===== config.mk =====
export PLATFORM = sky130hd
export DESIGN_NAME = dmac_burst_ctrl
export DESIGN_NICKNAME = d
export VERILOG_FILES = /design/src/rtl/dmac_pkg.sv /design/src/rtl/dmac_cnt.sv /design/src/rtl/dmac_cfg_reg.sv /design/src/rtl/dmac_seq.sv /design/src/rtl/dmac_burst_ctrl.sv
export SDC_FILE = /design/constraint.sdc
export NUM_CORES = 1
export LEC_CHECK = 0
export ABC_AREA = 1
export BUFFER_PORTS_ARGS = -buffer_cell sky130_fd_sc_hd__buf_2
export CAP_MARGIN = 20
export CORE_MARGIN = 2
export CORE_UTILIZATION = 45
export CTS_CLUSTER_SIZE = 40
export DETAILED_ROUTE_END_ITERATION = 8
export GPL_ROUTABILITY_DRIVEN = 0
export GPL_TIMING_DRIVEN = 0
export MAX_ROUTING_LAYER = met4
export PLACE_DENSITY = 0.68
export SKIP_CTS_REPAIR_TIMING = 1
export SYNTH_ARGS = -nofsm -noshare
export SYNTH_HDL_FRONTEND = slang
export SYNTH_HIERARCHICAL = 1
export SYNTH_SLANG_ARGS = --single-unit

===== constraint.sdc =====
create_clock -name clk -period 2.56 [get_ports clk]
set_clock_uncertainty 0.2 [all_clocks]
set_input_delay 0.384 -clock clk [delete_from_list [all_inputs] [get_ports clk]]
set_output_delay 0.384 -clock clk [all_outputs]
set_load 0.005 [all_outputs]

===== src/rtl/dmac_pkg.sv =====
package dmac_pkg;

  typedef enum logic [2:0] {
    ST_IDLE,
    ST_SKIP0,
    ST_SKIP1,
    ST_REQ,
    ST_GAP,
    ST_HDR_ST,
    ST_HDR_LEN
  } dmac_state_e;

  typedef struct packed {
    logic [2:0] spare;
    logic       reload;
    logic       dir;
    logic       en;
    logic [1:0] burst;
  } dmac_cfg_t;

  localparam logic [7:0] CFG_RESET   = 8'h40;
  localparam int         BEAT_W      = 5;

  localparam logic [1:0] SEL_PAYLOAD = 2'd0;
  localparam logic [1:0] SEL_STATUS  = 2'd1;
  localparam logic [1:0] SEL_LEN     = 2'd2;

  function automatic logic [BEAT_W-1:0] burst_len(input logic [1:0] code);
    case (code)
      2'd0:    burst_len = BEAT_W'(1);
      2'd1:    burst_len = BEAT_W'(4);
      2'd2:    burst_len = BEAT_W'(8);
      default: burst_len = BEAT_W'(16);
    endcase
  endfunction

endpackage


===== src/rtl/dmac_cnt.sv =====
module dmac_cnt #(
  parameter int W = 8
) (
  input  logic         clk,
  input  logic         rst,
  input  logic         clr,
  input  logic         inc,
  output logic [W-1:0] cnt
);

  always_ff @(posedge clk) begin
    if (rst || clr) cnt <= '0;
    else if (inc)   cnt <= cnt + W'(1);
  end

endmodule


===== src/rtl/dmac_cfg_reg.sv =====
module dmac_cfg_reg
  import dmac_pkg::*;
(
  input  logic      clk,
  input  logic      rst,
  input  logic      wr_en,
  input  logic [7:0] wdata,
  input  logic      eot_clr,
  output dmac_cfg_t cfg
);

  // a software write wins over a same-cycle end-of-transfer clear
  always_ff @(posedge clk) begin
    if (rst)          cfg <= dmac_cfg_t'(CFG_RESET);
    else if (wr_en)   cfg <= dmac_cfg_t'(wdata);
    else if (eot_clr) cfg.en <= 1'b0;
  end

endmodule


===== src/rtl/dmac_seq.sv =====
module dmac_seq
  import dmac_pkg::*;
#(
  parameter int PAYLOAD_MAX = 64,
  parameter int CNT_W       = 7,
  parameter int ADDR_W      = 7
) (
  input  logic              clk,
  input  logic              rst,
  input  logic              cfg_en,
  input  logic              cfg_dir,
  input  logic              cfg_reload,
  input  logic [1:0]        cfg_burst,
  input  logic              buf_full,
  input  logic              buf_empty,
  input  logic              dmack_n,
  input  logic              eot_n,
  input  logic              rd_n,
  input  logic              wr_n,
  input  logic [CNT_W-1:0]  pay_cnt,
  input  logic [BEAT_W-1:0] beat_cnt,
  output logic              pay_clr,
  output logic              pay_inc,
  output logic              beat_clr,
  output logic              beat_inc,
  output logic              eot_clr,
  output logic              dma_req,
  output logic              buf_rd_stb,
  output logic              buf_wr_stb,
  output logic [ADDR_W-1:0] buf_addr,
  output logic [1:0]        buf_wr_sel,
  output logic [7:0]        hdr_len
);

  dmac_state_e state, state_d;

  logic in_req, ack, xfer, xfer_ok, eot_hit, cap_hit, beat_done, pkt_end;

  assign in_req    = (state == ST_REQ);
  assign ack       = in_req && !dmack_n;
  assign xfer      = ack && (cfg_dir ? !wr_n : !rd_n);
  assign xfer_ok   = xfer && cfg_en;
  assign eot_hit   = ack && !eot_n && (!rd_n || !wr_n);
  assign cap_hit   = xfer && ((pay_cnt + CNT_W'(1)) == CNT_W'(PAYLOAD_MAX));
  assign beat_done = (cfg_burst == 2'd0) ? ack
                   : (xfer && ((beat_cnt + BEAT_W'(1)) == burst_len(cfg_burst)));
  assign pkt_end   = eot_hit || cap_hit;

  always_comb begin
    state_d = state;
    case (state)
      ST_IDLE: begin
        if (cfg_en) begin
          if (!cfg_dir && buf_full)      state_d = ST_SKIP0;
          else if (cfg_dir && buf_empty) state_d = ST_REQ;
        end
      end
      ST_SKIP0:   state_d = cfg_en ? ST_SKIP1 : ST_IDLE;
      ST_SKIP1:   state_d = cfg_en ? ST_REQ   : ST_IDLE;
      ST_REQ: begin
        if (!cfg_en)        state_d = ST_IDLE;
        else if (pkt_end)   state_d = cfg_dir ? ST_HDR_ST : ST_IDLE;
        else if (beat_done) state_d = ST_GAP;
      end
      ST_GAP:     state_d = cfg_en ? ST_REQ : ST_IDLE;
      ST_HDR_ST:  state_d = ST_HDR_LEN;
      ST_HDR_LEN: state_d = ST_IDLE;
      default:    state_d = ST_IDLE;
    endcase
  end

  assign pay_clr  = (state == ST_IDLE);
  assign pay_inc  = xfer_ok;
  assign beat_clr = !in_req;
  assign beat_inc = xfer_ok;
  assign eot_clr  = eot_hit && cfg_en && !cfg_reload;

  always_ff @(posedge clk) begin
    if (rst) state <= ST_IDLE;
    else     state <= state_d;
  end

  // registered outputs
  always_ff @(posedge clk) begin
    if (rst) begin
      dma_req    <= 1'b0;
      buf_rd_stb <= 1'b0;
      buf_wr_stb <= 1'b0;
      buf_addr   <= '0;
      buf_wr_sel <= SEL_PAYLOAD;
      hdr_len    <= '0;
    end else begin
      dma_req    <= (state_d == ST_REQ);
      buf_rd_stb <= (state_d == ST_SKIP0) || (state_d == ST_SKIP1) ||
                    (xfer_ok && !cfg_dir);
      buf_wr_stb <= (state == ST_HDR_ST) || (state == ST_HDR_LEN) ||
                    (xfer_ok && cfg_dir);
      if ((state_d == ST_SKIP0) || (state == ST_HDR_ST))
        buf_addr <= ADDR_W'(0);
      else if ((state_d == ST_SKIP1) || (state == ST_HDR_LEN))
        buf_addr <= ADDR_W'(1);
      else
        buf_addr <= ADDR_W'(pay_cnt) + ADDR_W'(2);
      if (state == ST_HDR_ST)       buf_wr_sel <= SEL_STATUS;
      else if (state == ST_HDR_LEN) buf_wr_sel <= SEL_LEN;
      else                          buf_wr_sel <= SEL_PAYLOAD;
      if (state == ST_HDR_LEN) hdr_len <= 8'(pay_cnt);
    end
  end

endmodule


===== src/rtl/dmac_burst_ctrl.sv =====
module dmac_burst_ctrl
  import dmac_pkg::*;
#(
  parameter  int PAYLOAD_MAX = 64,
  localparam int ADDR_W      = $clog2(PAYLOAD_MAX + 2)
) (
  input  logic              clk,
  input  logic              rst,
  input  logic              cfg_wr,
  input  logic [7:0]        cfg_wdata,
  output logic [7:0]        cfg_rdata,
  input  logic              buf_full,
  input  logic              buf_empty,
  input  logic              dmack_n,
  input  logic              eot_n,
  input  logic              rd_n,
  input  logic              wr_n,
  output logic              dma_req,
  output logic              buf_rd_stb,
  output logic              buf_wr_stb,
  output logic [ADDR_W-1:0] buf_addr,
  output logic [1:0]        buf_wr_sel,
  output logic [7:0]        hdr_len
);

  localparam int CNT_W = $clog2(PAYLOAD_MAX + 1);

  dmac_cfg_t         cfg;
  logic              eot_clr, pay_clr, pay_inc, beat_clr, beat_inc;
  logic [CNT_W-1:0]  pay_cnt;
  logic [BEAT_W-1:0] beat_cnt;

  assign cfg_rdata = cfg;

  dmac_cfg_reg u_cfg (
    .clk     (clk),
    .rst     (rst),
    .wr_en   (cfg_wr),
    .wdata   (cfg_wdata),
    .eot_clr (eot_clr),
    .cfg     (cfg)
  );

  dmac_cnt #(.W(CNT_W)) u_pay_cnt (
    .clk (clk),
    .rst (rst),
    .clr (pay_clr),
    .inc (pay_inc),
    .cnt (pay_cnt)
  );

  dmac_cnt #(.W(BEAT_W)) u_beat_cnt (
    .clk (clk),
    .rst (rst),
    .clr (beat_clr),
    .inc (beat_inc),
    .cnt (beat_cnt)
  );

  dmac_seq #(
    .PAYLOAD_MAX (PAYLOAD_MAX),
    .CNT_W       (CNT_W),
    .ADDR_W      (ADDR_W)
  ) u_seq (
    .clk        (clk),
    .rst        (rst),
    .cfg_en     (cfg.en),
    .cfg_dir    (cfg.dir),
    .cfg_reload (cfg.reload),
    .cfg_burst  (cfg.burst),
    .buf_full   (buf_full),
    .buf_empty  (buf_empty),
    .dmack_n    (dmack_n),
    .eot_n      (eot_n),
    .rd_n       (rd_n),
    .wr_n       (wr_n),
    .pay_cnt    (pay_cnt),
    .beat_cnt   (beat_cnt),
    .pay_clr    (pay_clr),
    .pay_inc    (pay_inc),
    .beat_clr   (beat_clr),
    .beat_inc   (beat_inc),
    .eot_clr    (eot_clr),
    .dma_req    (dma_req),
    .buf_rd_stb (buf_rd_stb),
    .buf_wr_stb (buf_wr_stb),
    .buf_addr   (buf_addr),
    .buf_wr_sel (buf_wr_sel),
    .hdr_len    (hdr_len)
  );

endmodule


* Word-level counts from Yosys, hierarchy flattened
Index checks and enable logic that the tools add are counted.
** Operators by class
- $add $sub $neg :: 3
- Equality and inequality tests :: 13
- Mux-type cells :: 18
- Reductions and logical operators :: 37
** Operator list (number)
- $mux W3 :: 7
- $pmux W3 S5 :: 1
- $pmux W5 S3 :: 1
- $logic_and A1 B1 Y1 :: 13
- $eq A3 B2 Y1 const B :: 4
- $logic_or A1 B1 Y1 :: 10
- $eq A3 B3 Y1 const B :: 3
- $add A7 B1 Y7 const B :: 1
- $add A7 B2 Y7 const B :: 1
- $eq A7 B7 Y1 const B :: 1
- $logic_not A1 Y1 :: 7
- $eq A3 B1 Y1 const B :: 2
- $mux W1 :: 6
- $mux W2 :: 3
- $reduce_or A2 Y1 :: 3
- $add A5 B1 Y5 const B :: 1
- $eq A5 B5 Y1 :: 1
- $logic_not A3 Y1 :: 1
- $reduce_or A3 Y1 :: 1
- $eq A2 B1 Y1 const B :: 1
- $eq A2 B2 Y1 const B :: 1
- $logic_not A2 Y1 :: 1
- $reduce_bool A2 Y1 :: 1
** Storage, ports and cells
- Flip-flop bits (word level) :: 42
- Output and inout port bits :: 28
- Logic and storage cells :: 87

* Depth between registers and ports, before layout
- Depth in word-level cells :: 12
- Gate-level depth with buffers :: 16
- Mapped depth without buffers :: 16

* Hierarchy
The synthesis kept the hierarchy.
** By module, submodules not included
- dmac_seq :: instances 1, cells each 203, area each 1257.5 um^2
- dmac_cnt at u_pay_cnt :: instances 1, cells each 43, area each 317.8 um^2
- dmac_cfg_reg :: instances 1, cells each 38, area each 297.8 um^2
- dmac_cnt at u_beat_cnt :: instances 1, cells each 29, area each 211.5 um^2

* Least setup slack after synthesis
No wires, ideal clock.
- Kind :: register -> register
- Start point :: register, netlist name u_cfg/cfg[3]
- End point :: register u_pay_cnt.cnt[6]
- Arrival time :: 1767 ps
- Required time :: 2247 ps
- Setup slack :: 480 ps
- Cell stages (with the launch flop) :: 11
- Clock period less this slack :: 2080 ps
- Path through :: dfxtp_1 > inv_1 > nand2_1 > nand2_1 > nor3_1 > buf_4 > nand2_2 > nor2_4 > nand3_1 > nand2_1 > nor2_1
** Between the ends
- Word-level cells in the longest chain between the ends :: 3
** Ends and longest elaborated chain
- $mux W1 :: RTL line dmac_seq.sv:41 : assign xfer = ack && (cfg_dir ? !wr_n : !rd_n);
- $logic_and A1 B1 Y1 :: RTL line dmac_seq.sv:41
- $logic_and A1 B1 Y1 :: RTL line dmac_seq.sv:42 : assign xfer_ok = xfer && cfg_en;
- net beat_inc :: RTL line dmac_burst_ctrl.sv:29 : logic eot_clr, pay_clr, pay_inc, beat_clr, beat_inc;
- end signal, assigned :: RTL line dmac_cnt.sv:13 : else if (inc) cnt <= cnt + W'(1);
- end, declared :: RTL line dmac_cnt.sv:8 : output logic [W-1:0] cnt
The timed path passes the listed nets, and every way through them passes these cells.
A chain may end at the register's enable or synchronous reset.

* Worst setup path in the final report
- Start point :: register u_pay_cnt.cnt[1]
- End point :: register u_seq.buf_addr[3]
** Between the ends
- Word-level cells in the longest chain between the ends :: 10
- Elaborated cells between the ends (all ways) :: 13
- Those cells by class :: add/sub: 2; eq/ne: 3; mux: 3; reduce/logical: 5
** Ends and longest elaborated chain
- $add A7 B1 Y7 :: RTL line dmac_seq.sv:44 : assign cap_hit = xfer && ((pay_cnt + CNT_W'(1)) == CNT_W'(PAYLOAD_MAX));
- $eq A7 B7 Y1 :: RTL line dmac_seq.sv:44
- $logic_and A1 B1 Y1 :: RTL line dmac_seq.sv:44
- $logic_or A1 B1 Y1 :: RTL line dmac_seq.sv:47 : assign pkt_end = eot_hit || cap_hit;
- $mux W3 :: RTL line dmac_seq.sv:62 : else if (pkt_end) state_d = cfg_dir ? ST_HDR_ST : ST_IDLE;
- $mux W3 :: RTL line dmac_seq.sv:61 : if (!cfg_en) state_d = ST_IDLE;
- $pmux W3 S5 :: RTL line dmac_seq.sv:51 : case (state)
- $eq A3 B2 Y1 or $eq A3 B1 Y1 (tied branches) :: RTL line dmac_seq.sv:100, dmac_seq.sv:98
- $logic_or A1 B1 Y1 (on tied branches) :: RTL line dmac_seq.sv:100, dmac_seq.sv:98
- $reduce_or A3 Y1 (no line)
- end signal, assigned :: RTL line dmac_seq.sv:103 : buf_addr <= ADDR_W'(pay_cnt) + ADDR_W'(2);
- end, declared :: RTL line dmac_seq.sv:30 : output logic [ADDR_W-1:0] buf_addr,
Parallel ways exist; a longest one is shown, timed or not.

==> metrics list <==
- Final Routed Wirelength: 4290 um
* Post-layout instance area: 2460 um^2
* Highest Clock Rate: 0.440 GHz
- Worst vdd rail ir drop: 0.247 mV
- Final cycle utilization of the critical path: 0.888
* Final Power: 1.22 mW
* Actual slew at the worst max-slew pin: 0.579 ns
- The first global-routing pass estimated 7410 um of wire.
* Initial Utilization: 0.472
* Buffer cell driving the clock tree root: clkbuf_8
* Port bufs: 42
- Placed cell areas: 2360 um^2
- The worst setup path is of the flop to flop kind.
- The total overflow left after global routing is 0.
- The clock reaches the later pin of the worst-skew pair after 0.30 ns.
* Cell area after technology mapping: 2080 um^2
- Max-cap violations in this run came to 0.
- The number of global-route vias before repair came to 1689.
- Final worst-path setup slack: 0.286 ns
- Across all hold checks on the routed design, the worst slack comes to 0.0957 ns.
- Unrepaired setup endpoints after global routing: no
- Power spread over the standard cell area amounts to 494 nW/um^2.
- The Yosys step of the flow raised 6 warnings.
* Result of the run: finished, final reports clean
* Layout Area Growth over Synthesis: 17.9%
- Starting DRT DRC Count: 109
* Register-to-register path setup slack: 0.29 ns
* Number of enable flip-flop cells after synthesis: 0
- Summed over all cells, the static leakage comes to 1.12 nW.
* FP Rows: 24
- Final antenna-violating net count: 0
- Die outline width: 72.1 um
* Most frequent cell after synthesis: nand2_1
- Number of antenna violations at the first check in global routing: 0
* Worst slew margin relative to its limit: 0.612
* Count of final max-slew check failures: 0
- The longest clock path from root to sink contains 2 buffers.
- TritonCTS clock tree: built
- The pre-antenna-repair detailed-routing pass consisted of 4 iterations.
* Cell types occupying the most area after synthesis: dfxtp_1 40%, nand2_1 14%, nor2_1 9.9%
- Post-route minimum period: 2.27 ns
* Detailed placement HPWL: 3190 um
- CP Cell Sequence: ha_1, nand2_2, o21ai_1, nand2_1, nor2_1, nand3_1, nand2_2, nand2_1, nand2_1, inv_1, nand2_1, nand2_2, nand3_2, nand3_4, nor2_1
- Die boundary height: 72.1 um
- Via count: 1939
* Worst hold-check path type: primary input to flop
* Layout cells sized above 1: 0.204
* TritonCTS Buffers: 5
* Critical path's slowest cell: dfxtp_1
- Clock Sinks: 42
- Number of setup violations in the final report: 0
* Final Util: 0.557
- The number of hold violations in the final report was 0.
- OpenSTA, run right after detailed placement, puts the worst setup slack at -0.0106 ns.
* Pin count of the biggest net entering global routing: 16
* Number of top-level design ports: 45
- Number of antenna cells inserted: 0
* CTS H-Tree Depth: 2
- For this run, design rule violations remaining after detail routing come to 0.
- Net count reported at finish: 383
- Data on the critical path arrives at its endpoint at 2.32 ns.
- Ranked by instance count, the synthesized netlist is headed by 80 x nand2_1, 55 x nor2_1, 44 x inv_1, 42 x dfxtp_1, 17 x a21oi_1.
- Die area: 5190 um^2
- Detailed-route vias per instance: 4.67
- Synthesis produced a netlist with a net count of 334.
* Avg Synthesized Cell Area: 6.66 um^2
- Counting flops with an async set or reset pin after synthesis yields a share of 0.
- Of the post-synthesis cell area, the dominant cell type holds 0.403.
- Synthesis handed over a netlist of 313 instances.
- Area of the placeable core: 4410 um^2
- Number of distinct library cell variants in the gate-level netlist after synthesis: 30
* Worst stage delay on the critical path: 0.52 ns
- The synthesized design contains 42 register bits.
* Largest fanout of any net on the critical path: 9
- Sequential cell area fraction in the yosys report: 0.403
* Required @ worst endpoint: 2.60 ns
- The worst setup path is captured at a flop.
- The most used flip-flop cell after synthesis is dfxtp_1.
- In the global route stage, overall resource usage came out at 0.184.
* Per-cell routed wire length: 10.3 um
- Counting stages on the worst path, the most repeated cell is nand2_1.
- Register clock-pin slew on the reported worst setup and hold paths: 0.09 ns
* Yosys top cell by area: dfxtp_1
* Kind of launch point of the worst setup path: flop
## kinds of logic after synthesis
| group | after synthesis | synth area share |
|---|---|---|
| simple gates | 176 | 0.368 |
| other cells | 1 | 0.00180 |
| fa+ha+maj | 4 | 0.0240 |
| flops | 42 | 0.403 |
| buf+inv | 51 | 0.103 |
| compound gates | 38 | 0.0960 |
| xor+xnor | 1 | 0.00420 |
## flip-flops by register name, indices dropped and copies added, names as in the netlist
register          count
u_pay_cnt/cnt         7
u_beat_cnt/cnt        5
u_seq/buf_rd_stb      1
u_seq/buf_wr_stb      1
u_cfg/cfg             8
u_seq/buf_addr        7
u_seq/hdr_len         7
u_seq/buf_wr_sel      2
u_seq/dma_req         1
u_seq/state           3
## worst max-delay path: cells and delay by family, from the launching register on
kind / cells / cell delay, ns
AND/OR/NAND/NOR: 12 / 1.06
flip-flops: 1 / 0.52
AO/OA/AOI/OAI: 1 / 0.13
buffers and inverters: 1 / 0.05
adder cells (fa/ha/maj): 1 / 0.26
## layout by cell type (no fill, tap or decap), types with 2 or more instances in the layout
| master | netlist | routed |
|---|---|---|
| and3_1 | 2 | 2 |
| nand3_2 | 2 | 2 |
| nand2_2 | 6 | 6 |
| nand2_1 | 80 | 80 |
| buf_2 | 0 | 42 |
| nor2_4 | 2 | 2 |
| nor2_1 | 55 | 55 |
| clkbuf_8 | 0 | 5 |
| buf_4 | 2 | 2 |
| nand3_1 | 15 | 15 |
| a21oi_1 | 17 | 17 |
| o21ai_0 | 13 | 13 |
| nor2_2 | 5 | 5 |
| inv_6 | 1 | 2 |
| dfxtp_1 | 42 | 42 |
| nor3_1 | 5 | 4 |
| nand4_1 | 2 | 2 |
| inv_1 | 44 | 44 |
| ha_1 | 4 | 4 |
| o21ai_1 | 4 | 4 |
## layout make-up
class                   instances  area, um^2
plain buffers                   4        30.0
clock buffers                   5        68.8
clock inverters                 3        25.0
fillers                       442        1960
inverters                      47         184
multi-input cells             220        1030
flip-flops and latches         42         841
well taps                      52        65.1
repair buffers                 42         210
## final timing paths
check / from / end / depth (start not counted)
worst max register to register: u_pay_cnt/cnt[1] / u_seq/buf_addr[3] / 15
worst min register to register: u_seq/hdr_len[3] / u_seq/hdr_len[3] / 2
worst max-delay path: u_pay_cnt/cnt[1] / u_seq/buf_addr[3] / 15
worst min-delay path: cfg_wdata[6] / u_cfg/cfg[6] / 3
## per-layer routing
layer  wire length, um  share of wire  global-route usage
met5                 0              0                   -
met4                64          0.015              0.0755
met3               161          0.038              0.0319
met2              1830           0.43               0.274
met1              2230           0.52               0.249
## per-stage QoR
stage	std cells	TNS [ns]
after floorplan	313	0
after global placement	407	-0.204
after detailed placement	407	-0.0106
after CTS	415	-0.0393
after global routing	415	0
final	415	0
## power by group
| part | internal [mW] | total (mW) | switching [mW] | leakage, nW |
|---|---|---|---|---|
| Combinational | 0.0384 | 0.0908 | 0.0524 | 0.739 |
| Sequential | 0.665 | 0.678 | 0.0124 | 0.341 |
| Clock | 0.197 | 0.447 | 0.250 | 0.0447 |
No activity file was read; power rests on OpenSTA's default activity.
